## config.mk

```make
export PLATFORM = sky130hd
export DESIGN_NAME = adbus_splitter
export DESIGN_NICKNAME = d
export VERILOG_FILES = /design/src/rtl/adbus_pkg.sv /design/src/rtl/adbus_sync.sv /design/src/rtl/adbus_latch.sv /design/src/rtl/adbus_bufctl.sv /design/src/rtl/adbus_splitter.sv
export SDC_FILE = /design/constraint.sdc
export NUM_CORES = 1
export LEC_CHECK = 0
export ABC_AREA = 1
export BUFFER_PORTS_ARGS = -buffer_cell sky130_fd_sc_hd__buf_2
export CAP_MARGIN = 0
export CORE_MARGIN = 2
export CORE_UTILIZATION = 40
export CTS_CLUSTER_SIZE = 40
export DETAILED_ROUTE_END_ITERATION = 16
export MAX_ROUTING_LAYER = met4
export PLACE_DENSITY = 0.68
export SLEW_MARGIN = 15
export SYNTH_ARGS = -nofsm -noshare
export SYNTH_HDL_FRONTEND = slang
export SYNTH_SLANG_ARGS = --single-unit
```

## constraint.sdc

```tcl
create_clock -name clk -period 1.5 [get_ports clk]
set_clock_uncertainty 0.05 [all_clocks]
set_input_delay 0.3 -clock clk [delete_from_list [all_inputs] [get_ports clk]]
set_output_delay 0.3 -clock clk [all_outputs]
set_load 0.005 [all_outputs]
```

## src/rtl/adbus_pkg.sv

```systemverilog
`timescale 1ns/1ps
package adbus_pkg;

    typedef enum logic [2:0] {
        PH_IDLE  = 3'd0,
        PH_ADDR  = 3'd1,
        PH_WRITE = 3'd2,
        PH_READ  = 3'd3,
        PH_HOLD  = 3'd4
    } phase_e;

    typedef struct packed {
        phase_e phase;
        logic   en;
        logic   dir;
        logic   dis_prev;
        logic   chg;
        logic   addr_oe;
        logic   as_prev;
    } ctl_s;

endpackage

```

## src/rtl/adbus_sync.sv

```systemverilog
`timescale 1ns/1ps
module adbus_sync #(
    parameter int WIDTH   = 1,
    parameter int STAGES  = 2,
    parameter bit RST_ONE = 1'b0
) (
    input  logic             clk,
    input  logic             rst_n,
    input  logic [WIDTH-1:0] d,
    output logic [WIDTH-1:0] q
);

    logic [WIDTH-1:0] stg_d [STAGES];
    logic [WIDTH-1:0] stg_q [STAGES];

    always_comb begin
        stg_d[0] = d;
        for (int i = 1; i < STAGES; i++) begin
            stg_d[i] = stg_q[i-1];
        end
    end

    always_ff @(posedge clk or negedge rst_n) begin
        if (!rst_n) begin
            for (int i = 0; i < STAGES; i++) begin
                stg_q[i] <= {WIDTH{RST_ONE}};
            end
        end else begin
            for (int i = 0; i < STAGES; i++) begin
                stg_q[i] <= stg_d[i];
            end
        end
    end

    assign q = stg_q[STAGES-1];

endmodule

```

## src/rtl/adbus_latch.sv

```systemverilog
`timescale 1ns/1ps
module adbus_latch #(
    parameter int ADDR_W = 15,
    localparam int AD_W  = ADDR_W + 1
) (
    input  logic              clk,
    input  logic              rst_n,
    input  logic              capture,
    input  logic              wr_drive,
    input  logic [AD_W-1:0]   ad_dly,
    input  logic              space_dly,
    output logic [ADDR_W-1:0] bp_addr,
    output logic              bp_bios,
    output logic [AD_W-1:0]   bp_dout
);

    typedef struct packed {
        logic [ADDR_W-1:0] addr;
        logic              bios;
        logic [AD_W-1:0]   dout;
    } lat_s;

    lat_s lat_d, lat_q;
    logic [ADDR_W-1:0] addr_rev;
    logic [AD_W-1:0]   word_rev;

    // processor bit 0 is the MSB; backplane bit 0 is the LSB
    for (genvar k = 0; k < ADDR_W; k++) begin : g_arev
        assign addr_rev[k] = ad_dly[ADDR_W-1-k];
    end
    for (genvar k = 0; k < AD_W; k++) begin : g_wrev
        assign word_rev[k] = ad_dly[AD_W-1-k];
    end

    always_comb begin
        lat_d = lat_q;
        if (capture) begin
            lat_d.addr = addr_rev;
            lat_d.bios = space_dly;
            lat_d.dout = word_rev;
        end else if (wr_drive) begin
            lat_d.dout = word_rev;
        end
    end

    always_ff @(posedge clk or negedge rst_n) begin
        if (!rst_n) begin
            lat_q <= '0;
        end else begin
            lat_q <= lat_d;
        end
    end

    assign bp_addr = lat_q.addr;
    assign bp_bios = lat_q.bios;
    assign bp_dout = lat_q.dout;

endmodule

```

## src/rtl/adbus_bufctl.sv

```systemverilog
`timescale 1ns/1ps
module adbus_bufctl
    import adbus_pkg::*;
(
    input  logic clk,
    input  logic rst_n,
    input  logic as_s_n,
    input  logic rd_s_n,
    input  logic wr_s_n,
    input  logic rom_s_n,
    input  logic hold_s,
    output logic as_fall,
    output logic wr_drive,
    output logic buf_oe_n,
    output logic buf_dir_out,
    output logic addr_oe
);

    ctl_s ctl_d, ctl_q;
    logic want_en;
    logic want_dir;

    assign as_fall = ctl_q.as_prev & ~as_s_n;

    always_comb begin
        want_en  = (ctl_q.phase == PH_ADDR) || (ctl_q.phase == PH_WRITE) ||
                   (ctl_q.phase == PH_READ);
        want_dir = (ctl_q.phase != PH_READ);
    end

    assign wr_drive = ~wr_s_n & ~hold_s &
                      ((ctl_q.phase == PH_ADDR) || (ctl_q.phase == PH_WRITE));

    always_comb begin
        ctl_d          = ctl_q;
        ctl_d.as_prev  = as_s_n;
        ctl_d.addr_oe  = ~hold_s;
        ctl_d.dis_prev = ~ctl_q.en;
        ctl_d.chg      = 1'b0;

        // bus phase
        if (hold_s) begin
            ctl_d.phase = PH_HOLD;
        end else if (as_fall) begin
            ctl_d.phase = PH_ADDR;
        end else begin
            unique case (ctl_q.phase)
                PH_HOLD:  ctl_d.phase = PH_IDLE;
                PH_ADDR: begin
                    if (!wr_s_n)      ctl_d.phase = PH_WRITE;
                    else if (!rd_s_n) ctl_d.phase = PH_READ;
                end
                PH_WRITE: if (wr_s_n) ctl_d.phase = PH_IDLE;
                PH_READ:  if (rd_s_n && rom_s_n) ctl_d.phase = PH_IDLE;
                default:  ctl_d.phase = ctl_q.phase;
            endcase
        end

        // buffer sequencing: drop enable, wait, turn, wait, enable
        if (hold_s) begin
            ctl_d.en = 1'b0;
        end else if (ctl_q.en) begin
            if (!want_en || (want_dir != ctl_q.dir)) begin
                ctl_d.en = 1'b0;
            end
        end else if (want_dir != ctl_q.dir) begin
            if (ctl_q.dis_prev) begin
                ctl_d.dir = want_dir;
                ctl_d.chg = 1'b1;
            end
        end else if (want_en && !ctl_q.chg) begin
            ctl_d.en = 1'b1;
        end
    end

    always_ff @(posedge clk or negedge rst_n) begin
        if (!rst_n) begin
            ctl_q.phase    <= PH_IDLE;
            ctl_q.en       <= 1'b0;
            ctl_q.dir      <= 1'b1;
            ctl_q.dis_prev <= 1'b1;
            ctl_q.chg      <= 1'b0;
            ctl_q.addr_oe  <= 1'b1;
            ctl_q.as_prev  <= 1'b1;
        end else begin
            ctl_q <= ctl_d;
        end
    end

    assign buf_oe_n    = ~ctl_q.en;
    assign buf_dir_out = ctl_q.dir;
    assign addr_oe     = ctl_q.addr_oe;

endmodule

```

## src/rtl/adbus_splitter.sv

```systemverilog
`timescale 1ns/1ps
module adbus_splitter #(
    parameter int ADDR_W      = 15,
    parameter int SYNC_STAGES = 2,
    localparam int AD_W       = ADDR_W + 1
) (
    input  logic              clk,
    input  logic              rst_n,
    input  logic              as_n,
    input  logic              rd_n,
    input  logic              wr_n,
    input  logic              romsel_n,
    input  logic              hold_n,
    input  logic [AD_W-1:0]   cpu_ad,
    input  logic              cpu_space,
    input  logic [AD_W-1:0]   bp_din,
    output logic [ADDR_W-1:0] bp_addr,
    output logic              bp_bios,
    output logic              bp_addr_oe,
    output logic [AD_W-1:0]   bp_dout,
    output logic [AD_W-1:0]   cpu_din,
    output logic              buf_oe_n,
    output logic              buf_dir_out
);

    localparam int NSTB = 5;

    logic [NSTB-1:0] stb_s;
    logic [AD_W:0]   bus_dly;
    logic            hold_s;
    logic            as_fall;
    logic            wr_drive;

    adbus_sync #(.WIDTH(NSTB), .STAGES(SYNC_STAGES), .RST_ONE(1'b1)) u_stb_sync (
        .clk   (clk),
        .rst_n (rst_n),
        .d     ({hold_n, romsel_n, rd_n, wr_n, as_n}),
        .q     (stb_s)
    );

    // same depth as the strobes so the captured word matches the edge
    adbus_sync #(.WIDTH(AD_W + 1), .STAGES(SYNC_STAGES), .RST_ONE(1'b0)) u_bus_dly (
        .clk   (clk),
        .rst_n (rst_n),
        .d     ({cpu_space, cpu_ad}),
        .q     (bus_dly)
    );

    assign hold_s = ~stb_s[4];

    adbus_bufctl u_ctl (
        .clk         (clk),
        .rst_n       (rst_n),
        .as_s_n      (stb_s[0]),
        .rd_s_n      (stb_s[2]),
        .wr_s_n      (stb_s[1]),
        .rom_s_n     (stb_s[3]),
        .hold_s      (hold_s),
        .as_fall     (as_fall),
        .wr_drive    (wr_drive),
        .buf_oe_n    (buf_oe_n),
        .buf_dir_out (buf_dir_out),
        .addr_oe     (bp_addr_oe)
    );

    adbus_latch #(.ADDR_W(ADDR_W)) u_lat (
        .clk       (clk),
        .rst_n     (rst_n),
        .capture   (as_fall & ~hold_s),
        .wr_drive  (wr_drive),
        .ad_dly    (bus_dly[AD_W-1:0]),
        .space_dly (bus_dly[AD_W]),
        .bp_addr   (bp_addr),
        .bp_bios   (bp_bios),
        .bp_dout   (bp_dout)
    );

    for (genvar k = 0; k < AD_W; k++) begin : g_inrev
        assign cpu_din[k] = bp_din[AD_W-1-k];
    end

endmodule

```

==> results of run 1 <==
-- state kept, by name (all words and copies together), names as in the netlist --
| signal | flops |
|---|---|
| u_bus_dly.q | 17 |
| u_bus_dly.stg_d | 17 |
| u_lat.bp_dout | 16 |
| u_lat.bp_addr | 15 |
| u_ctl.ctl_q | 7 |
| u_stb_sync.q | 5 |
| u_stb_sync.stg_d | 5 |
| u_ctl.addr_oe | 1 |
| u_ctl.buf_dir_out | 1 |
| u_lat.bp_bios | 1 |
-- area by class of cell --
| class | instances | share of cell area (%) |
|---|---|---|
| clock buffer | 9 | 3.296 |
| multi-input combinational | 108 | 16.38 |
| sequential | 85 | 57.06 |
| inverter | 10 | 0.9987 |
| tap | 99 | 3.296 |
| clock inverter | 5 | 2.064 |
| timing repair buffer | 90 | 16.91 |
-- power groups by stage --
stage | Clock [mW] | Sequential (mW) | Combinational [mW]
detailed placement | 0 | 2.72 | 0.543
CTS | 1.69 | 2.68 | 0.587
finish | 1.63 | 2.67 | 0.585
global placement | 0 | 2.71 | 0.528
floorplan | 0 | 2.70 | 0.256
global route | 1.79 | 2.70 | 0.652
-- what timing repair did --
action,4_1_cts,5_1_grt
gates resized for setup,0,2
endpoints found under the hold margin,29,0
endpoints found under the setup margin,0,31
buffers inserted,0,4
hold buffers,21,0
-- critical path, stage by stage (launching register included) --
cell                      delay (ps)
sky130_fd_sc_hd__dfstp_2         530
sky130_fd_sc_hd__inv_1            50
sky130_fd_sc_hd__nand2_2          90
sky130_fd_sc_hd__inv_2            70
sky130_fd_sc_hd__nand2_4          80
sky130_fd_sc_hd__buf_12          160
sky130_fd_sc_hd__mux2_2          340
-- stage by stage --
step / power [mW] / setup WS, ps / instance area, um2 / hold slack (ps)
6_report: 4.888 / 19.24 / 3759 / 33.62
4_1_cts: 4.957 / 1.033 / 3705 / 17.67
5_1_grt: 5.139 / -39.28 / 3759 / 22.43
3_3_place_gp: 3.239 / 54.93 / 3293 / 156.1
3_5_place_dp: 3.263 / 11.32 / 3293 / 155.0
2_1_floorplan: 2.961 / 73.69 / 2960 / -45.59
-- worst max path at each step --
| stage | from | endpoint | slack [ps] | cells past startpoint |
|---|---|---|---|---|
| finish | u_stb_sync.q[0] | u_lat.bp_addr[10] | 20 | 6 |
| global route | u_stb_sync.q[0] | u_lat.bp_addr[2] | -40 | 6 |
| floorplan | u_stb_sync.q[0] | u_lat.bp_addr[10] | 70 | 6 |
| CTS | u_stb_sync.q[0] | u_lat.bp_addr[10] | 1 | 6 |
| global placement | u_stb_sync.q[0] | u_lat.bp_addr[10] | 50 | 6 |
| detailed placement | u_stb_sync.q[0] | u_lat.bp_addr[10] | 10 | 6 |
-- kinds of logic (layout without fill, tap and decap cells) --
| logic type | count (synthesis) | in the layout | synth area share [%] |
|---|---|---|---|
| DFF | 85 | 85 | 72.44 |
| xor gates and xnor gates | 1 | 1 | 0.2959 |
| AOI/OAI and AO/OA | 4 | 4 | 0.6759 |
| and+or+nand+nor | 87 | 87 | 13.36 |
| muxes | 16 | 16 | 6.086 |
| buffers and inverters | 32 | 114 | 7.143 |
-- layout by cell type, fill, tap and decap left out --
| master | count |
|---|---|
| sky130_fd_sc_hd__dfrtp_1 | 71 |
| sky130_fd_sc_hd__buf_2 | 57 |
| sky130_fd_sc_hd__nand2_1 | 50 |
| sky130_fd_sc_hd__nand3_1 | 22 |
| sky130_fd_sc_hd__dlygate4sd3_1 | 21 |
| sky130_fd_sc_hd__mux2_2 | 16 |
| sky130_fd_sc_hd__dfstp_2 | 14 |
| sky130_fd_sc_hd__clkbuf_8 | 9 |
| sky130_fd_sc_hd__inv_1 | 8 |
| sky130_fd_sc_hd__buf_4 | 8 |
| sky130_fd_sc_hd__nor2_1 | 7 |
| sky130_fd_sc_hd__buf_12 | 4 |
| sky130_fd_sc_hd__o21ai_0 | 3 |
| sky130_fd_sc_hd__inv_2 | 2 |
| sky130_fd_sc_hd__nand2_2 | 2 |
| sky130_fd_sc_hd__clkinv_2 | 2 |
| sky130_fd_sc_hd__bufinv_16 | 2 |
| sky130_fd_sc_hd__xnor2_1 | 1 |
| sky130_fd_sc_hd__a21oi_1 | 1 |
| sky130_fd_sc_hd__nand4_1 | 1 |
| sky130_fd_sc_hd__nand3_2 | 1 |
| sky130_fd_sc_hd__nor3_1 | 1 |
| sky130_fd_sc_hd__nand2_4 | 1 |
| sky130_fd_sc_hd__nand3_4 | 1 |
| sky130_fd_sc_hd__nand2_8 | 1 |
| sky130_fd_sc_hd__clkinvlp_4 | 1 |
-- synthesized netlist by cell type --
library cell,n,area (um2)
sky130_fd_sc_hd__a21oi_1,1,5.000
sky130_fd_sc_hd__buf_2,1,5.000
sky130_fd_sc_hd__buf_4,18,135.1
sky130_fd_sc_hd__buf_6,3,33.78
sky130_fd_sc_hd__dfrtp_1,71,1777
sky130_fd_sc_hd__dfstp_2,14,367.9
sky130_fd_sc_hd__inv_1,8,30.03
sky130_fd_sc_hd__inv_2,2,7.510
sky130_fd_sc_hd__mux2_2,16,180.2
sky130_fd_sc_hd__nand2_1,51,191.4
sky130_fd_sc_hd__nand2_2,1,6.260
sky130_fd_sc_hd__nand2_4,2,22.52
sky130_fd_sc_hd__nand3_1,22,110.1
sky130_fd_sc_hd__nand3_2,1,10.01
sky130_fd_sc_hd__nand3_4,1,17.52
sky130_fd_sc_hd__nand4_1,1,6.260
sky130_fd_sc_hd__nor2_1,7,26.28
sky130_fd_sc_hd__nor3_1,1,5.000
sky130_fd_sc_hd__o21ai_0,3,15.01
sky130_fd_sc_hd__xnor2_1,1,8.760
-- metal layers --
layer  up-vias  track usage, %  routed length, um
li1        855               -                  -
met1       885           15.80               2087
met2        43           24.19               2796
met3        15           3.101                231
met4         0           9.103                144
met5         -               -                  0
==> flow_summary_export.csv, run 1 <==
group,metric,value,unit
run_status,status,"finished clean",
placement,routabilityCongestion,0.8323,
hold_path,min-delay-path-class,"in -> reg",
detailed_routing,avgViaCountPerCell,4.429,
logic_synthesis,syn_area,0.002960,mm2
clock_network,path_clk_slew,70,ps
timing,fmax,675.3,MHz
clock_network,ctsRootBufferMaster,"sky130_fd_sc_hd__clkbuf_8",
floorplanning,fp.dieW,90.03,um
timing,rsz0062_at_grt,"yes",
placement,post-place-cells,367,
detailed_routing,drcViolationCount,0,
hold_path,holdCritStartpoint,"cpu_ad[3]",
timing,tns,0,ps
timing,drv_slew,0,
floorplanning,die_h,90.03,um
placement,port-buffer-count,58,
logic_synthesis,synth-seq-cells,85,
power,ir_drop,613.5,uV
floorplanning,floorplan.initialDensity,41.03,%
floorplanning,floorplan.rows,31,
power,power.density,1300,mW/mm2
timing,tightest_slew,281.5,ps
setup_path,timing.critical_path.from_type,"register",
finish,final_core_utilization,52.10,%
detailed_routing,wl_per_cell,12.95,um
detailed_routing,drt_pass1_iterations,5,
detailed_routing,postRouteAntennaNets,0,
logic_synthesis,cell_variety_after_synth,20,
finish,area_used_by_multi_input_combinational_logic,615.6,um2
setup_path,worstRegToRegCells,6,
finish,syn2layout_area_growth,26.97,%
detailed_routing,drt-total-wl,5259,um
power,share_seq_of_total_power,54.7,%
timing,post-route-period-util,98.72,%
clock_network,clock_latency_at_the_later_pin_of_the_worst_skew_pair,340,ps
logic_synthesis,seq_area_frac_synth,72.44,%
clock_network,cts_htree_levels,3,
finish,antenna_cells,0,
clock_network,cts_tree,"built",
finish,layout.nets,344,
global_routing,antenna_found_initial,0,
power,relative_contribution_of_the_clock_network_to_total_power,33.4,%
logic_synthesis,synth.avg_cell_area,13.16,um2
setup_path,critical_path.max_fanout,17,
logic_synthesis,yosys_warnings,0,
setup_path,timing.reg2reg.setup_slack,20,ps
floorplanning,dieArea,0.008105,mm2
logic_synthesis,syn-num-nets,265,
power,p_int,3.773,mW
clock_network,cts_buffers,9,
global_routing,maximum_number_of_pins_on_one_net_before_global_route_repair,39,
finish,sequential_cell_area,0.002145,mm2
global_routing,first_global_vias,1868,
global_routing,grt_pass1_wl,8866,um
timing,final_hold_viol_count,0,
logic_synthesis,synthCells,225,
floorplanning,floorplan.io_pins,91,
finish,drive_above_1_share,39.41,%
global_routing,grt.total_usage,14.49,%
detailed_routing,drt_iter0_drc,94,
power,leakage,1.847,nW
detailed_routing,num_vias,1798,
global_routing,grt-ovfl-total,0,
setup_path,end_kind,"register",
setup_path,timing.setup.critical_path_class,"reg -> reg",
clock_network,clk_path_buf_depth,2,
timing,max_slew_margin,81.23,%
setup_path,regToRegEndpoint,"u_lat.bp_addr[10]",
timing,min_period,1481,ps
power,switching_power_summed_over_all_nets,1.115,mW
power,power_share_of_the_combinational_group,12.0,%
setup_path,timing.rr.start,"u_stb_sync.q[0]",
setup_path,critPathArrivalTime,1660,ps
flow_run,max_cap_viol_count,0,
finish,instances_no_fill,406,
clock_network,clkSinkCount,85,
timing,setup_viol,0,
finish,filler_cell_count,649,
hold_path,whs_path_depth,1,
setup_path,timing.critical_path.required,1680,ps
power,netSwitchingFraction,22.81,%
placement,detailedPlacementHpwl,3553,um
hold_path,whs_endpoint,"u_bus_dly.stg_d[3]",
floorplanning,core_area,0.007214,mm2
Power figures use the tool's default switching activity.
==> inputs of run 2 (changes only) <==
==> constraint.sdc (replaced) <==
create_clock -name clk -period 1.5 [get_ports clk]
set_clock_uncertainty 0.05 [all_clocks]
set_input_delay 0.45 -clock clk [delete_from_list [all_inputs] [get_ports clk]]
set_output_delay 0.45 -clock clk [all_outputs]
set_load 0.005 [all_outputs]
==> flow_summary_export.csv, run 2 (synthesis results as in run 1) <==
group,metric,value,unit
run_status,status,"finished clean",
floorplanning,die_h,90.03,um
timing,post-route-period-util,97.93,%
detailed_routing,drt_iter0_drc,69,
timing,final_hold_viol_count,0,
timing,drv_slew,0,
global_routing,maximum_number_of_pins_on_one_net_before_global_route_repair,43,
finish,instances_no_fill,388,
power,share_seq_of_total_power,57.3,%
finish,mostFrequentLayoutCell,"sky130_fd_sc_hd__dfrtp_1",
setup_path,cp_top_family,"flip-flops",
clock_network,clock_latency_at_the_later_pin_of_the_worst_skew_pair,340,ps
timing,setup_viol,0,
finish,final_cell_mix,"sky130_fd_sc_hd__dfrtp_1 (71), sky130_fd_sc_hd__buf_2 (57), sky130_fd_sc_hd__nand2_1 (50)",
timing,fin_worst_hold_slack,152.6,ps
timing,tightest_slew,320.2,ps
hold_path,whs_path_depth,1,
setup_path,end_kind,"output port",
hold_path,min-delay-path-class,"in -> reg",
setup_path,critical_path.max_fanout,2,
clock_network,clk_path_buf_depth,2,
floorplanning,floorplan.io_pins,91,
detailed_routing,avgViaCountPerCell,4.436,
timing,rsz0062_at_grt,"yes",
finish,filler_cell_count,663,
timing,min_period,1469,ps
setup_path,cpMaxStageDelayCell,"sky130_fd_sc_hd__dfstp_2",
setup_path,critPathArrivalTime,970,ps
setup_path,timing.setup.critical_path_class,"reg -> out",
clock_network,clkSinkCount,85,
finish,antenna_cells,0,
power,ir_drop,756.0,uV
floorplanning,dieArea,0.008105,mm2
detailed_routing,drt-total-wl,5145,um
power,relative_contribution_of_the_clock_network_to_total_power,30.9,%
global_routing,grt-ovfl-total,0,
clock_network,cts_buffers,9,
floorplanning,core_area,0.007214,mm2
power,power.density,1314,mW/mm2
clock_network,cts_tree,"built",
timing,fin_ws,31.03,ps
global_routing,antenna_found_initial,0,
power,netSwitchingFraction,24.40,%
setup_path,worstRegToRegCells,6,
floorplanning,floorplan.rows,31,
placement,routabilityCongestion,0.8336,
placement,detailedPlacementHpwl,3536,um
timing,tns,0,ps
placement,port-buffer-count,58,
global_routing,first_global_vias,1809,
power,p_int,3.521,mW
global_routing,grt.total_usage,13.80,%
setup_path,timing.critical_path.required,1000,ps
clock_network,cts_htree_levels,3,
setup_path,crit_buf_inv,1,
global_routing,grt_pass1_wl,8500,um
flow_run,max_cap_viol_count,0,
setup_path,timing.critical_path.depth,1,
setup_path,crit_chain,"buf_2",
finish,final_core_utilization,49.13,%
floorplanning,fp.dieW,90.03,um
power,leakage,1.753,nW
detailed_routing,postRouteAntennaNets,0,
timing,max_slew_margin,78.66,%
placement,post-place-cells,365,
clock_network,path_clk_slew,80,ps
power,switching_power_summed_over_all_nets,1.137,mW
finish,layout.nets,324,
floorplanning,floorplan.initialDensity,41.03,%
detailed_routing,num_vias,1721,
detailed_routing,wl_per_cell,13.26,um
timing,fmax,680.8,MHz
finish,drive_above_1_share,41.87,%
detailed_routing,drcViolationCount,0,
finish,syn2layout_area_growth,19.74,%
setup_path,timing.critical_path.from_type,"register",
setup_path,slowest_delay,530,ps
clock_network,ctsRootBufferMaster,"sky130_fd_sc_hd__clkbuf_8",
placement,placement.setup.worst_slack,18.99,ps
power,power_share_of_the_combinational_group,11.8,%
detailed_routing,drt_pass1_iterations,4,
-- run 2: timing repair --
action,4_1_cts,5_1_grt
endpoints found under the hold margin,20,0
resized for setup,0,1
hold buffers,1,0
endpoints found under the setup margin,1,33
buffers inserted,1,4
gates cloned,0,1
-- run 2: routing by layer --
metal  wire length (um)  track usage [%]  up-vias
met3                291            3.856       11
met4                129            8.333        0
li1                   -                -      816
met1               2089            15.53      846
met2               2635            21.99       48
met5                  0                -        -
-- run 2: path summary, 6_finish.rpt --
check                                   start                 end  slack (ps)
setup / recovery            u_ctl.buf_dir_out         buf_dir_out          30
hold / removal                      cpu_ad[4]  u_bus_dly.stg_d[4]         150
setup reg to reg              u_stb_sync.q[0]    u_lat.bp_addr[0]          50
hold reg to reg            u_bus_dly.stg_d[8]      u_bus_dly.q[8]         300
max in group asynchronous               rst_n  u_bus_dly.stg_d[6]         400
min in group asynchronous               rst_n     u_bus_dly.q[16]         490
-- run 2: cell type report --
type                            instances  area (um2)  share of cell area, %
Sequential cell                        85        2145                  60.50
Multi-Input combinational cell        108       606.8                  17.12
Timing Repair Buffer                   70       452.9                  12.78
Clock buffer                           13       158.9                  4.483
Tap cell                               99       123.9                  3.495
Inverter                               10       37.54                  1.059
Clock inverter                          3       20.02                 0.5648
-- run 2: per-stage QoR --
stage                     area [um2]  power (mW)
final                           3545       4.658
after global routing            3545       4.919
after CTS                       3487       4.705
after detailed placement        3291       3.266
after global placement          3291       3.241
after floorplan                 2960       2.961
-- run 2: power groups by stage --
| stage | sequential (mW) | clock (mW) | combinational, mW |
|---|---|---|---|
| floorplan | 2.70 | 0 | 0.256 |
| global placement | 2.71 | 0 | 0.529 |
| detailed placement | 2.72 | 0 | 0.548 |
| CTS | 2.67 | 1.48 | 0.556 |
| global route | 2.70 | 1.59 | 0.625 |
| finish | 2.67 | 1.44 | 0.550 |
